--- src/rtl/ras_pkg.sv ---
package ras_pkg;
  // Qualified per-cycle actions derived from the input strobes
  typedef struct packed {
    logic push;   // call accepted (not flushed)
    logic pop;    // return accepted (not flushed)
    logic write;  // slot write permitted (push and enabled)
  } ras_ctl_t;
endpackage

--- src/rtl/ras_ptr.sv ---
module ras_ptr
  import ras_pkg::*;
#(
  parameter int DEPTH      = 4,
  parameter bit FREEZE_OFF = 1'b0,
  localparam int PW        = $clog2(DEPTH)
) (
  input  logic          clk,
  input  logic          rst_n,
  input  ras_ctl_t      ctl_i,
  input  logic          off_i,
  output logic [PW-1:0] tos_o,
  output logic [PW-1:0] top_o
);
  logic [PW-1:0] tos_q;
  logic          hold;

  generate
    if (FREEZE_OFF) begin : g_freeze
      assign hold = off_i;
    end else begin : g_track
      assign hold = 1'b0;
    end
  endgenerate

  always_ff @(posedge clk) begin
    if (!rst_n) begin
      tos_q <= '0;
    end else if (!hold) begin
      unique case ({ctl_i.push, ctl_i.pop})
        2'b10:   tos_q <= tos_q + 1'b1;
        2'b01:   tos_q <= tos_q - 1'b1;
        default: tos_q <= tos_q;
      endcase
    end
  end

  assign tos_o = tos_q;
  assign top_o = tos_q - 1'b1;

  // pointer moves by at most one slot per cycle, wrapping modulo DEPTH
  a_r3_unit_step: assert property (@(posedge clk) disable iff (!rst_n)
    1'b1 |=> ((tos_q - $past(tos_q)) == PW'(0)) ||
             ((tos_q - $past(tos_q)) == PW'(1)) ||
             ((tos_q - $past(tos_q)) == {PW{1'b1}}));

  generate
    if (FREEZE_OFF) begin : g_frz_chk
      // frozen variant keeps the pointer still while disabled
      a_r8_frozen_ptr: assert property (@(posedge clk) disable iff (!rst_n)
        off_i |=> $stable(tos_q));
    end
  endgenerate
endmodule

--- src/rtl/ras_store.sv ---
module ras_store #(
  parameter int DEPTH = 4,
  parameter int AW    = 32,
  localparam int PW   = $clog2(DEPTH)
) (
  input  logic          clk,
  input  logic          rst_n,
  input  logic          we_i,
  input  logic [PW-1:0] waddr_i,
  input  logic [AW-1:0] wdata_i,
  input  logic [PW-1:0] raddr_i,
  output logic [AW-1:0] rdata_o
);
  logic [DEPTH-1:0][AW-1:0] slots;

  generate
    for (genvar i = 0; i < DEPTH; i++) begin : g_slot
      always_ff @(posedge clk) begin
        if (!rst_n) begin
          slots[i] <= '0;
        end else if (we_i && (waddr_i == PW'(i))) begin
          slots[i] <= wdata_i;
        end
      end
    end
  endgenerate

  assign rdata_o = slots[raddr_i];

  // without a write enable no slot changes
  a_r7_no_write_idle: assert property (@(posedge clk) disable iff (!rst_n)
    !we_i |=> $stable(slots));
endmodule

--- src/rtl/ras_predictor.sv ---
module ras_predictor
  import ras_pkg::*;
#(
  parameter int DEPTH      = 4,
  parameter int AW         = 32,
  parameter bit FREEZE_OFF = 1'b0,
  localparam int PW        = $clog2(DEPTH)
) (
  input  logic          clk,
  input  logic          rst_n,
  input  logic          call_taken_i,
  input  logic [AW-1:0] call_ret_addr_i,
  input  logic          ret_taken_i,
  input  logic          stack_off_i,
  input  logic          flush_i,
  output logic          pred_vld_o,
  output logic [AW-1:0] pred_target_o
);
  ras_ctl_t      ctl;
  logic [PW-1:0] tos;
  logic [PW-1:0] top;
  logic [PW-1:0] waddr;

  always_comb begin
    ctl.push  = call_taken_i && !flush_i;
    ctl.pop   = ret_taken_i  && !flush_i;
    ctl.write = ctl.push && !stack_off_i;
  end

  // A simultaneous pop vacates the top slot; the push reuses it
  assign waddr = ctl.pop ? top : tos;

  ras_ptr #(.DEPTH(DEPTH), .FREEZE_OFF(FREEZE_OFF)) u_ptr (
    .clk   (clk),
    .rst_n (rst_n),
    .ctl_i (ctl),
    .off_i (stack_off_i),
    .tos_o (tos),
    .top_o (top)
  );

  ras_store #(.DEPTH(DEPTH), .AW(AW)) u_store (
    .clk     (clk),
    .rst_n   (rst_n),
    .we_i    (ctl.write),
    .waddr_i (waddr),
    .wdata_i (call_ret_addr_i),
    .raddr_i (top),
    .rdata_o (pred_target_o)
  );

  assign pred_vld_o = ctl.pop && !stack_off_i;

  // after a lone enabled push the new top is the pushed address
  a_r2_push_on_top: assert property (@(posedge clk) disable iff (!rst_n)
    (call_taken_i && !ret_taken_i && !flush_i && !stack_off_i)
      |=> pred_target_o == $past(call_ret_addr_i));

  // call+return pair replaces the top entry in place
  a_r6_pair_replaces_top: assert property (@(posedge clk) disable iff (!rst_n)
    (call_taken_i && ret_taken_i && !flush_i && !stack_off_i)
      |=> (pred_target_o == $past(call_ret_addr_i)) && $stable(tos));

  // a flushed cycle leaves the pointer and the top entry untouched
  a_r9_flush_inert: assert property (@(posedge clk) disable iff (!rst_n)
    flush_i |=> $stable(tos) && $stable(pred_target_o));

  // no prediction is offered while disabled
  a_r5_off_no_pred: assert property (@(posedge clk) disable iff (!rst_n)
    stack_off_i |-> !pred_vld_o);
endmodule

--- config.mk ---
export PLATFORM = sky130hd
export DESIGN_NAME = ras_predictor
export DESIGN_NICKNAME = d
export VERILOG_FILES = /design/src/rtl/ras_pkg.sv /design/src/rtl/ras_ptr.sv /design/src/rtl/ras_store.sv /design/src/rtl/ras_predictor.sv
export SDC_FILE = /design/constraint.sdc
export NUM_CORES = 1
export LEC_CHECK = 0
export BUFFER_PORTS_ARGS = -buffer_cell sky130_fd_sc_hd__buf_4
export CAP_MARGIN = 20
export CORE_MARGIN = 4
export CORE_UTILIZATION = 30
export DETAILED_ROUTE_END_ITERATION = 6
export PLACE_DENSITY_LB_ADDON = 0.2
export SLEW_MARGIN = 25
export SYNTH_ARGS = -nofsm -noshare
export SYNTH_HDL_FRONTEND = slang
export SYNTH_SLANG_ARGS = --single-unit
--- constraint.sdc ---
create_clock -name clk -period 1.68 [get_ports clk]
set_clock_uncertainty 0.2 [all_clocks]
set_input_delay 0.336 -clock clk [delete_from_list [all_inputs] [get_ports clk]]
set_output_delay 0.336 -clock clk [all_outputs]
set_load 0.02 [all_outputs]
== Word level (Yosys, flattened, before mapping) ==
Cells that the tools add are included.
W data, S select, Z words.

* Add/sub/neg operators: 2
* Magnitude comparators: 1
* Eq/ne operators: 5
* Multiplexer cells: 4
* Reductions and logical operators: 12

{| class="wikitable"
|+ Operators with widths
! cell !! number
|-
| $bmux W32 S2 || 1
|-
| $mux W32 || 1
|-
| $logic_and A1 B1 Y1 || 8
|-
| $eq A2 B2 Y1 const B || 3
|-
| $eq A2 B1 Y1 const B || 2
|-
| $pmux W2 S2 || 1
|-
| $lt A2 B3 Y1 const B || 1
|-
| $add A2 B1 Y2 const B || 1
|-
| $logic_not A1 Y1 || 2
|-
| $logic_not A2 Y1 || 1
|-
| $mux W2 || 1
|-
| $reduce_bool A2 Y1 || 1
|-
| $sub A2 B1 Y2 const B || 1
|}

* Register bits after elaboration: 130
* Input port bits: 38

== Depth between registers and ports, before layout ==
Gate-level depths: netlist of run 1.

* Word-level depth: 5
* Gate-level depth with buffers: 5

== Modules after synthesis ==
A second synthesis of run 1 with hierarchy kept.

* Cell total of the unflattened synthesis: 512
* Area total of the unflattened synthesis: 5708.0 µm²

{| class="wikitable"
|+ Modules (own cells, without submodules)
! module !! times used !! cells an instance !! area an instance (µm²) !! seq. area each (µm²)
|-
| ras_store || 1 || 493 || 5530.3 || 2562.5
|-
| ras_ptr || 1 || 12 || 111.4 || 40.0
|-
| ras_predictor || 1 || 7 || 66.3 || 0.0
|}

== Worst setup path after synthesis of run 1 ==
OpenSTA, ideal clock, no wires.

* Path type: reg2out
* Start: register u_ptr.tos_q[0], in the netlist u_ptr.tos_o[0]
* End: output pred_target_o[0]
* Arrival: 1.300 ns
* Slack: -0.156 ns
* Cell stages (with the launch flop): 4
* Path buffers: 2
* Path through: dfxtp_1 -> buf_6 -> buf_4 -> mux4_2

* Word-level cells in the longest chain between the ends: 3

{| class="wikitable"
|+ RTL lines
! what !! RTL line !! source
|-
| start, declared || ras_ptr.sv:15 || <nowiki>logic [PW-1:0] tos_q;</nowiki>
|-
| start signal, assigned || ras_ptr.sv:31 || <nowiki>2'b10: tos_q <= tos_q + 1'b1;</nowiki>
|-
| start signal, assigned || ras_ptr.sv:32 || <nowiki>2'b01: tos_q <= tos_q - 1'b1;</nowiki>
|-
| start signal, assigned || ras_ptr.sv:33 || <nowiki>default: tos_q <= tos_q;</nowiki>
|-
| $sub A2 B1 Y2 || ras_ptr.sv:39 || <nowiki>assign top_o = tos_q - 1'b1;</nowiki>
|-
| $bmux W32 S2 || ras_store.sv:28 || <nowiki>assign rdata_o = slots[raddr_i];</nowiki>
|-
| $mux W32 (not written as such) || ras_store.sv:28 ||
|-
| end, declared || ras_predictor.sv:17 || <nowiki>output logic [AW-1:0] pred_target_o</nowiki>
|}

No other way between the ends. The select of a mux whose other input is x is not followed.

== Worst setup path after layout of run 1 ==
Ends and elaborated chain as after synthesis.

==> results of run 1 <==
cell type report:
class | instances | area, um^2
multi-input cells | 340 | 2830
flip-flops and latches | 130 | 2610
repair buffers | 125 | 1590
fillers | 1744 | 10800
clock buffers | 19 | 443
inverters | 1 | 3.75
clock inverters | 12 | 140
well taps | 234 | 293
logic make-up after synthesis:
logic type      after synthesis
simple gates                172
compound gates                4
fa+ha+maj                     1
flops                       130
buf+inv                      41
xor+xnor                      3
mux                         160
critical path: stages (launching register included):
cell and delay, ns:
dfxtp_4 0.39, buf_12 0.17, mux4_2 0.55, buf_6 0.16
metrics by stage:
| stage | hold slack, ns | setup TNS [ns] | utilization | setup slack (ns) | cell area [um^2] |
|---|---|---|---|---|---|
| 3_3_place_gp | 0.238 | -13.21 | 0.351 | -0.202 | 6570 |
| 3_5_place_dp | 0.246 | -15.97 | 0.351 | -0.226 | 6570 |
| 2_1_floorplan | 0.232 | -1.61 | - | -0.0675 | 5740 |
| 6_report | 0.0463 | -40.46 | 0.423 | -0.542 | 7910 |
| 5_1_grt | 0.0439 | -51.05 | 0.423 | -0.606 | 7910 |
| 4_1_cts | 0.0331 | -41.24 | 0.423 | -0.581 | 7910 |
worst max-delay path by stage:
stage,slack (ns),to
final,-0.54,pred_target_o[0]
after global routing,-0.61,pred_target_o[0]
after CTS,-0.58,pred_target_o[8]
after detailed placement,-0.23,u_store.slots[66]$_SDFFE_PN0P_
after global placement,-0.20,u_store.slots[70]$_SDFFE_PN0P_
after floorplan,-0.07,pred_target_o[17]
sequential cells by signal, summed over array words and instances, names as in the netlist:
| signal | flops |
|---|---|
| u_store.slots | 128 |
| u_ptr.tos_o | 2 |
report_power, final:
| part | total (mW) | switching [mW] | internal (mW) | leakage, nW |
|---|---|---|---|---|
| Combinational | 0.942 | 0.443 | 0.499 | 2.30 |
| Clock | 3.66 | 1.32 | 2.34 | 0.288 |
| Sequential | 3.20 | 0.0453 | 3.15 | 1.05 |
| Total | 7.80 | 1.81 | 5.99 | 3.64 |
cells in the final DEF (no fill, tap or decap), drive strengths merged, types with 2 or more instances in the layout:
| master | synthesis | routed |
|---|---|---|
| and3b | 2 | 2 |
| buf | 25 | 121 |
| bufbuf | 0 | 4 |
| bufinv | 0 | 3 |
| clkbuf | 15 | 19 |
| clkinv | 0 | 7 |
| clkinvlp | 0 | 2 |
| dfxtp | 130 | 130 |
| mux2i | 128 | 128 |
| mux4 | 32 | 32 |
| nand2 | 160 | 160 |
| nor3b | 5 | 5 |
| o21ai | 3 | 3 |
| xor2 | 2 | 2 |
repair_timing:
item                                    CTS  global route
pin swaps                                 2             2
hold endpoints to repair                  0             0
resized for setup                        57             3
buffers inserted                         13             2
cloned                                   14             0
endpoints found under the setup margin  160           160
routing by layer:
layer  vias to the layer above  GRT usage
li1                       1973          -
met1                      2034      0.172
met2                        75      0.264
met3                        18     0.0315
met4                         0     0.0541
met5                         -          0
==> results list, run 1 <==
- STA puts the critical path data arrival time at 1.69 ns.
- Summed over all layers, the global routing overflow is 0.
- Of the total synthesized cell area, the portion taken by full adders, half adders and majority gates is 0.00220.
* Startpoint of the lowest-slack hold path: call_ret_addr_i[7]
- Ranked by instance count, the synthesized netlist is headed by nand2_1, dfxtp_1, mux2i_1.
* Worst setup margin: -0.542 ns
- The tool flagged a number of max-cap violations equal to 0.
- In this run the clock root is driven by a clkbuf_16.
- IO buf count: 70
- Sequential-to-total area share from yosys stat: 0.457
- The final reports fail on negative setup slack.
- Multiplexer share of the synthesized area: 0.351
- Met3 wirelength from detailed routing: 547 um
- Dominant combinational cell family by area after synthesis: multiplexers
- In this run the power density over the cells is a little under 1000 nW/um^2.
- Compared with the post-synthesis result, the final layout area differs by 38.8%.
* Library cell occupying the most area in the post-synthesis netlist: dfxtp_1
- Reg-to-reg slack, setup: -0.32 ns
* Number of distinct standard cells referenced by the synthesized netlist: 27
* Wire length on met2: 8.17 mm
- The synthesized netlist occupies a cell area of roughly 5700 um^2.
* Net count after synthesis: 550
- Measured in cells, the most critical reg-to-reg path has a length of 7.
- The number of global-route vias before repair is approximately 4,300.
* Worst EP required: ~1.1 ns
- Clock-pin slew was measured on the worst setup and hold paths at 0.06 ns.
- Sort of element at the end of the critical path: primary output
- Setup violations remaining at the end of the flow were counted as 160.
- The first global-routing pass estimated 24.1 mm of wire.
- The floorplan step set the die width to approximately 150 um.
- For this run, asynchronously set or reset flops after synthesis account for 0.
* Setup repair after global routing missed its margin: yes
- After clock tree synthesis, the flow added hold-fix buffers numbering 0.
- First-iteration detailed-routing DRC count: 248
- Post-detailed-route DRC marker count: 0
- Number of nets with antenna violations after detailed routing: 0
- Reg2Reg Capture Point: u_store.slots[27]$_SDFFE_PN0P_
* Deepest clock path buffer count: 2
- Clock tree synthesis found a total of 130 sinks.
- Tracing the worst setup path back leads to its startpoint at u_ptr.tos_o[0]$_SDFFE_PN0P_.
* Xor-xnor portion of the synthesized cell area: 0.00461
* Area share of the largest cell type after synthesis: 0.457
* Number of primary I/O pins: 71
- In this run the tightest slew margin relative to its limit is 0.830.
- Tcrit/Tclk final: 1.32
- RD Place Congestion: roughly 0.72
- Diodes inserted: 0
* Max Transition Viols Final: 0
* Clock latency reported for the late side of the worst-skew pair: 0.41 ns
- Result of the run: finished, violations left
- Post-layout nets: between 600 and 700
- The first TritonRoute pass finished after 4 iterations.
- Max rail drop VDD: about 700 uV
* Shortest clock period the worst path allows after layout: about 2.2 ns
- DR WL/cell: ~18 um
- The initial antenna violation count was 0.
* Worst setup path category: reg -> out
- After the flow finishes, the layout carries non-filler instances totaling roughly 860.
* Number of warnings printed during yosys synthesis: 0
- Die footprint: approximately 21,000 um^2
- Maximum number of pins on one net before global-route repair: between 50 and 60
- Total number of vias: 4,100
- After detailed routing, no signal wire sits above met4.
- The number of placed instances, taps included, is around 800.
- Critical Path Start Type: register
- Once detailed placement completed, the half-perimeter wirelength came to roughly 8.9 mm.
* Num CTS Buffers: 17
- Counting flops and latches in the post-synthesis netlist gives 130.
* Cells after Synth: between 500 and 600
* CORE AREA: 18,700 um^2
- The initial utilization of the core area, before any placement, comes to 0.305.
- Counting instances, the worst hold path has a depth of 3.
- Share of cells above drive strength 1: 0.316
- Post-Synth Simple-Gate Area: 0.125
- The tightest min-delay check is of the in -> reg type.
- Dividing the synthesized area by the synthesized cell count gives approximately 11 um^2.
- Total power draw: 7.80 mW
- Wire length reported by the detailed router: approximately 15 mm
* CTS tree: done
* Standard-cell rows: 50
- The detailed router put a total of between 6 and 7 mm of wire on met1.
* Pin slew with the least headroom to its limit: between 0.2 and 0.3 ns
* Leakage: roughly 3.6 nW
- Via/cell ratio: 4.76
* Critical-path maximum fanout: 12
* H-tree depth: 4
- Compound-cell area share of the yosys netlist: 0.00615
- Critical R2R Launch: u_ptr.tos_o[0]$_SDFFE_PN0P_
- For this run, the top clock speed supported by timing is 450 MHz.
* Post-synth EDFFs: 0
- Top FF cell, synth: dfxtp_1
- The number of failing hold endpoints at the final stage came to 0.
- Die boundary height: approximately 150 um
* Hold EP: u_store.slots[71]$_SDFFE_PN0P_
- Top post-synthesis cells by area: dfxtp_1, mux2i_1, mux4_2, nand2_1, buf_6
- Overall Global Routing Usage: 0.147
- Top-count cell post-synth: nand2_1
No activity file was read; power rests on OpenSTA's default activity.
==> run 2, diff against run 1 <==
Settings changed: PLACE_DENSITY_LB_ADDON 0.2 to unset.
==> results list, run 2 (synthesis gave the netlist of run 1 again) <==
* Busiest layer in global routing: met2
- Most common cell after layout, fill and taps aside: nand2_1
- The max-cap violation count came to 0 (unchanged).
- Post-placement worst setup slack: -0.217 ns (+0.00913 ns)
- Area of combinational cells with multiple inputs: 2840 um^2 (+0.13%)
* Reg2Reg Capture Point: u_store.slots[78]$_SDFFE_PN0P_
* Inst Count DP: 794 (-1.0%)
- The antenna diode count was 0 (unchanged).
- Count of cells along the worst hold path: 3 (unchanged)
- The post-cts hold buffer count is 0 (unchanged).
- Maximum number of pins on one net before global-route repair: 84 (+65%)
- The clock transition time at the flip-flop clock pins of the worst setup and hold paths came to 0.06 ns (about the same).
- Detailed-routing iteration count for the pre-antenna-repair pass: 5 (+1)
- Starting density of the core: 0.305 (unchanged)
- The number of flip-flops under the largest register name came to 128 (unchanged).
- For hold timing, the worst endpoint is u_store.slots[124]$_SDFFE_PN0P_.
* Ordered cell list for the critical path: buf_12 -> mux4_2 -> buf_6
- The path class of the tightest hold or removal check is in -> reg.
* X dimension of the die: 146 um (unchanged)
- Number of sinks driven by the clock tree: 130 (unchanged)
* Violations in the final reports: negative setup slack
- Slowest Stage Delay on Critical Path: 0.54 ns (about the same)
- First-iteration detailed-routing DRC count: 231 (-6.9%)
- The insertion delay to the later sink of the worst-skew pair was 0.41 ns (about the same).
* Final Hold Vio Count: 0 (unchanged)
* Total number of vias: 4,138 (+0.93%)
- The wire length of the first global-routing pass came to 24.8 mm (+3.2%).
* Met2 track demand over resource: 0.253 (-0.0119)
- Number of antenna violations at the first check in global routing: 0 (unchanged)
* Worst EP required: 1.14 ns (about the same)
- Syn-to-layout area delta: 40.1%
* Routing usage on met1: 0.187 (+0.0147)
* H-tree depth: 4 (unchanged)
- Standard-cell rows: 50 (unchanged)
- DR WL/cell: 18.2 um (+1.8%)
- Wire length reported by the detailed router: 15.6 mm (+1.7%)
- Share of cells above drive strength 1: 0.312 (-0.00429)
- Slowest cell on the critical path: mux4_2
- The global-route met3 utilization came to 0.0455 (+0.0140).
- Number of primary I/O pins: 71 (unchanged)
- Leakage: 3.65 nW (+0.31%)
- Largest delay contributor family on the critical path: multiplexers
* CTS tree: done
- Pin slew with the least headroom to its limit: 0.363 ns (+0.108 ns)
- Setup repair after global routing missed its margin: yes
- Num CTS Buffers: 17 (unchanged)
- Final setup violation count: 160 (unchanged)
- Final std cell area, no fill: 7980 um^2 (+0.93%)
- Deepest clock path buffer count: 2 (unchanged)
- The vertical die dimension was 146 um (unchanged).
- The achievable clock frequency was 444 MHz (-1.2%).
- The HPWL after detailed placement came to 8.68 mm (-2.9%).
* Most used cells in the layout excluding fill and tap cells: nand2_1, mux2i_1, dfxtp_1
* Via/cell ratio: 4.81 (+1.0%)
- The ratio of total power to cell area is 1040 nW/um^2 (+5.0%).
* Total global routing overflow: 0 (unchanged)
* WP buf/inv: 2 (unchanged)
- Sort of element at the end of the critical path: primary output
- Post-detailed-route DRC marker count: 0 (unchanged)
- CORE AREA: 18,700 um^2 (unchanged)
- Result of the run: finished, violations left
- The remaining antenna violation count is 0 (unchanged).
* Total cell area at the placement stage: 6520 um^2 (-0.72%)
- Worst setup margin: -0.570 ns (-0.0277 ns)
- RD Place Congestion: 0.694 (-3.8%)
- The final net count came to 652 (-0.31%).
- Startpoint of the lowest-slack hold path: call_ret_addr_i[28]
- The post-route minimum period was 2.25 ns (+0.0277 ns).
- u_store.slots holds more flip-flops than any other register.
- Critical R2R Launch: u_ptr.tos_o[0]$_SDFFE_PN0P_
* Critical Path Start Type: register
- Max Transition Viols Final: 0 (unchanged)
- The worst ir drop on vdd was 676 uV (-2.0%).
- The setup path with the least slack is of type reg -> out.
* Tcrit/Tclk final: 1.34 (+0.0165)
- Overall Global Routing Usage: 0.152 (+0.00442)
* Filler cell count: 1,696 (-2.8%)
- Worst path arrival time: 1.71 ns (+0.02 ns)
* Critical-path maximum fanout: 11 (-1)
- IO buf count: 70 (unchanged)
- The internal reg-to-reg setup slack is -0.34 ns (-0.02 ns).
- The final cell count without fillers is 860 (-0.12%).
- The number of global-route vias before repair came to 4,525 (+4.2%).
* Normalized max-slew margin: 0.758 (-0.0717)
* Buffer cell driving the clock tree root: clkbuf_16
- Logic depth of the worst register-to-register path: 9 (+2)
- Die footprint: 21,300 um^2 (unchanged)
* FF+latch area: 2610 um^2 (unchanged)
run 2: worst max-delay path by stage:
| stage | start | cells past startpoint | end | slack [ns] |
|---|---|---|---|---|
| after CTS | u_ptr.tos_o[0]$_SDFFE_PN0P_ | 3 | pred_target_o[14] | -0.62 |
| after floorplan | u_ptr.tos_o[0]$_SDFFE_PN0P_ | 3 | pred_target_o[17] | -0.07 |
| final | u_ptr.tos_o[0]$_SDFFE_PN0P_ | 3 | pred_target_o[1] | -0.57 |
| after global routing | u_ptr.tos_o[0]$_SDFFE_PN0P_ | 3 | pred_target_o[1] | -0.64 |
| after global placement | flush_i | 5 | u_store.slots[4]$_SDFFE_PN0P_ | -0.17 |
| after detailed placement | flush_i | 5 | u_store.slots[3]$_SDFFE_PN0P_ | -0.22 |
run 2: routing by layer:
| metal | vias to the layer above | wire length [um] |
|---|---|---|
| met2 | 85 | 7710 |
| met4 | 0 | 232 |
| li1 | 1980 | - |
| met5 | - | 0 |
| met3 | 18 | 649 |
| met1 | 2055 | 7030 |
run 2: worst reg2reg max path: stages (launching register included):
cell and delay (ns):
dfxtp_4 0.38, buf_12 0.16, buf_8 0.14, buf_12 0.12
xor2_4 0.15, nand3b_1 0.20, buf_6 0.18, buf_12 0.13
buf_16 0.14, mux2i_1 0.11
run 2: power by group:
part | internal (mW) | switching (mW) | total (mW)
combinational | 0.525 | 0.468 | 0.994
sequential | 3.15 | 0.0486 | 3.20
clock | 2.75 | 1.32 | 4.07
total | 6.42 | 1.84 | 8.26
run 2: layout make-up:
| type | count | share of cell area |
|---|---|---|
| clock inverters | 9 | 0.0221 |
| inverters | 1 | 0.000470 |
| repair buffers | 123 | 0.198 |
| multi-input cells | 340 | 0.355 |
| well taps | 234 | 0.0367 |
| clock buffers | 23 | 0.0599 |
| flip-flops and latches | 130 | 0.327 |
run 2: through the flow:
step                hold slack [ns]  TNS (ns)  power, mW   util
finish                       0.0393    -49.59       8.26  0.427
global route                 0.0342    -60.52       8.60  0.427
CTS                          0.0188    -56.79       8.38  0.430
detailed placement            0.248    -18.17       4.03  0.349
global placement              0.239    -15.53       4.01  0.349
floorplan                     0.232     -1.61       3.78      -
run 2: timing repair:
action / in CTS / in global routing
endpoints found under the setup margin: 160 / 160
pin swaps: 3 / 4
gates resized for setup: 71 / 11
gates cloned: 16 / 1
buffers inserted: 21 / 5
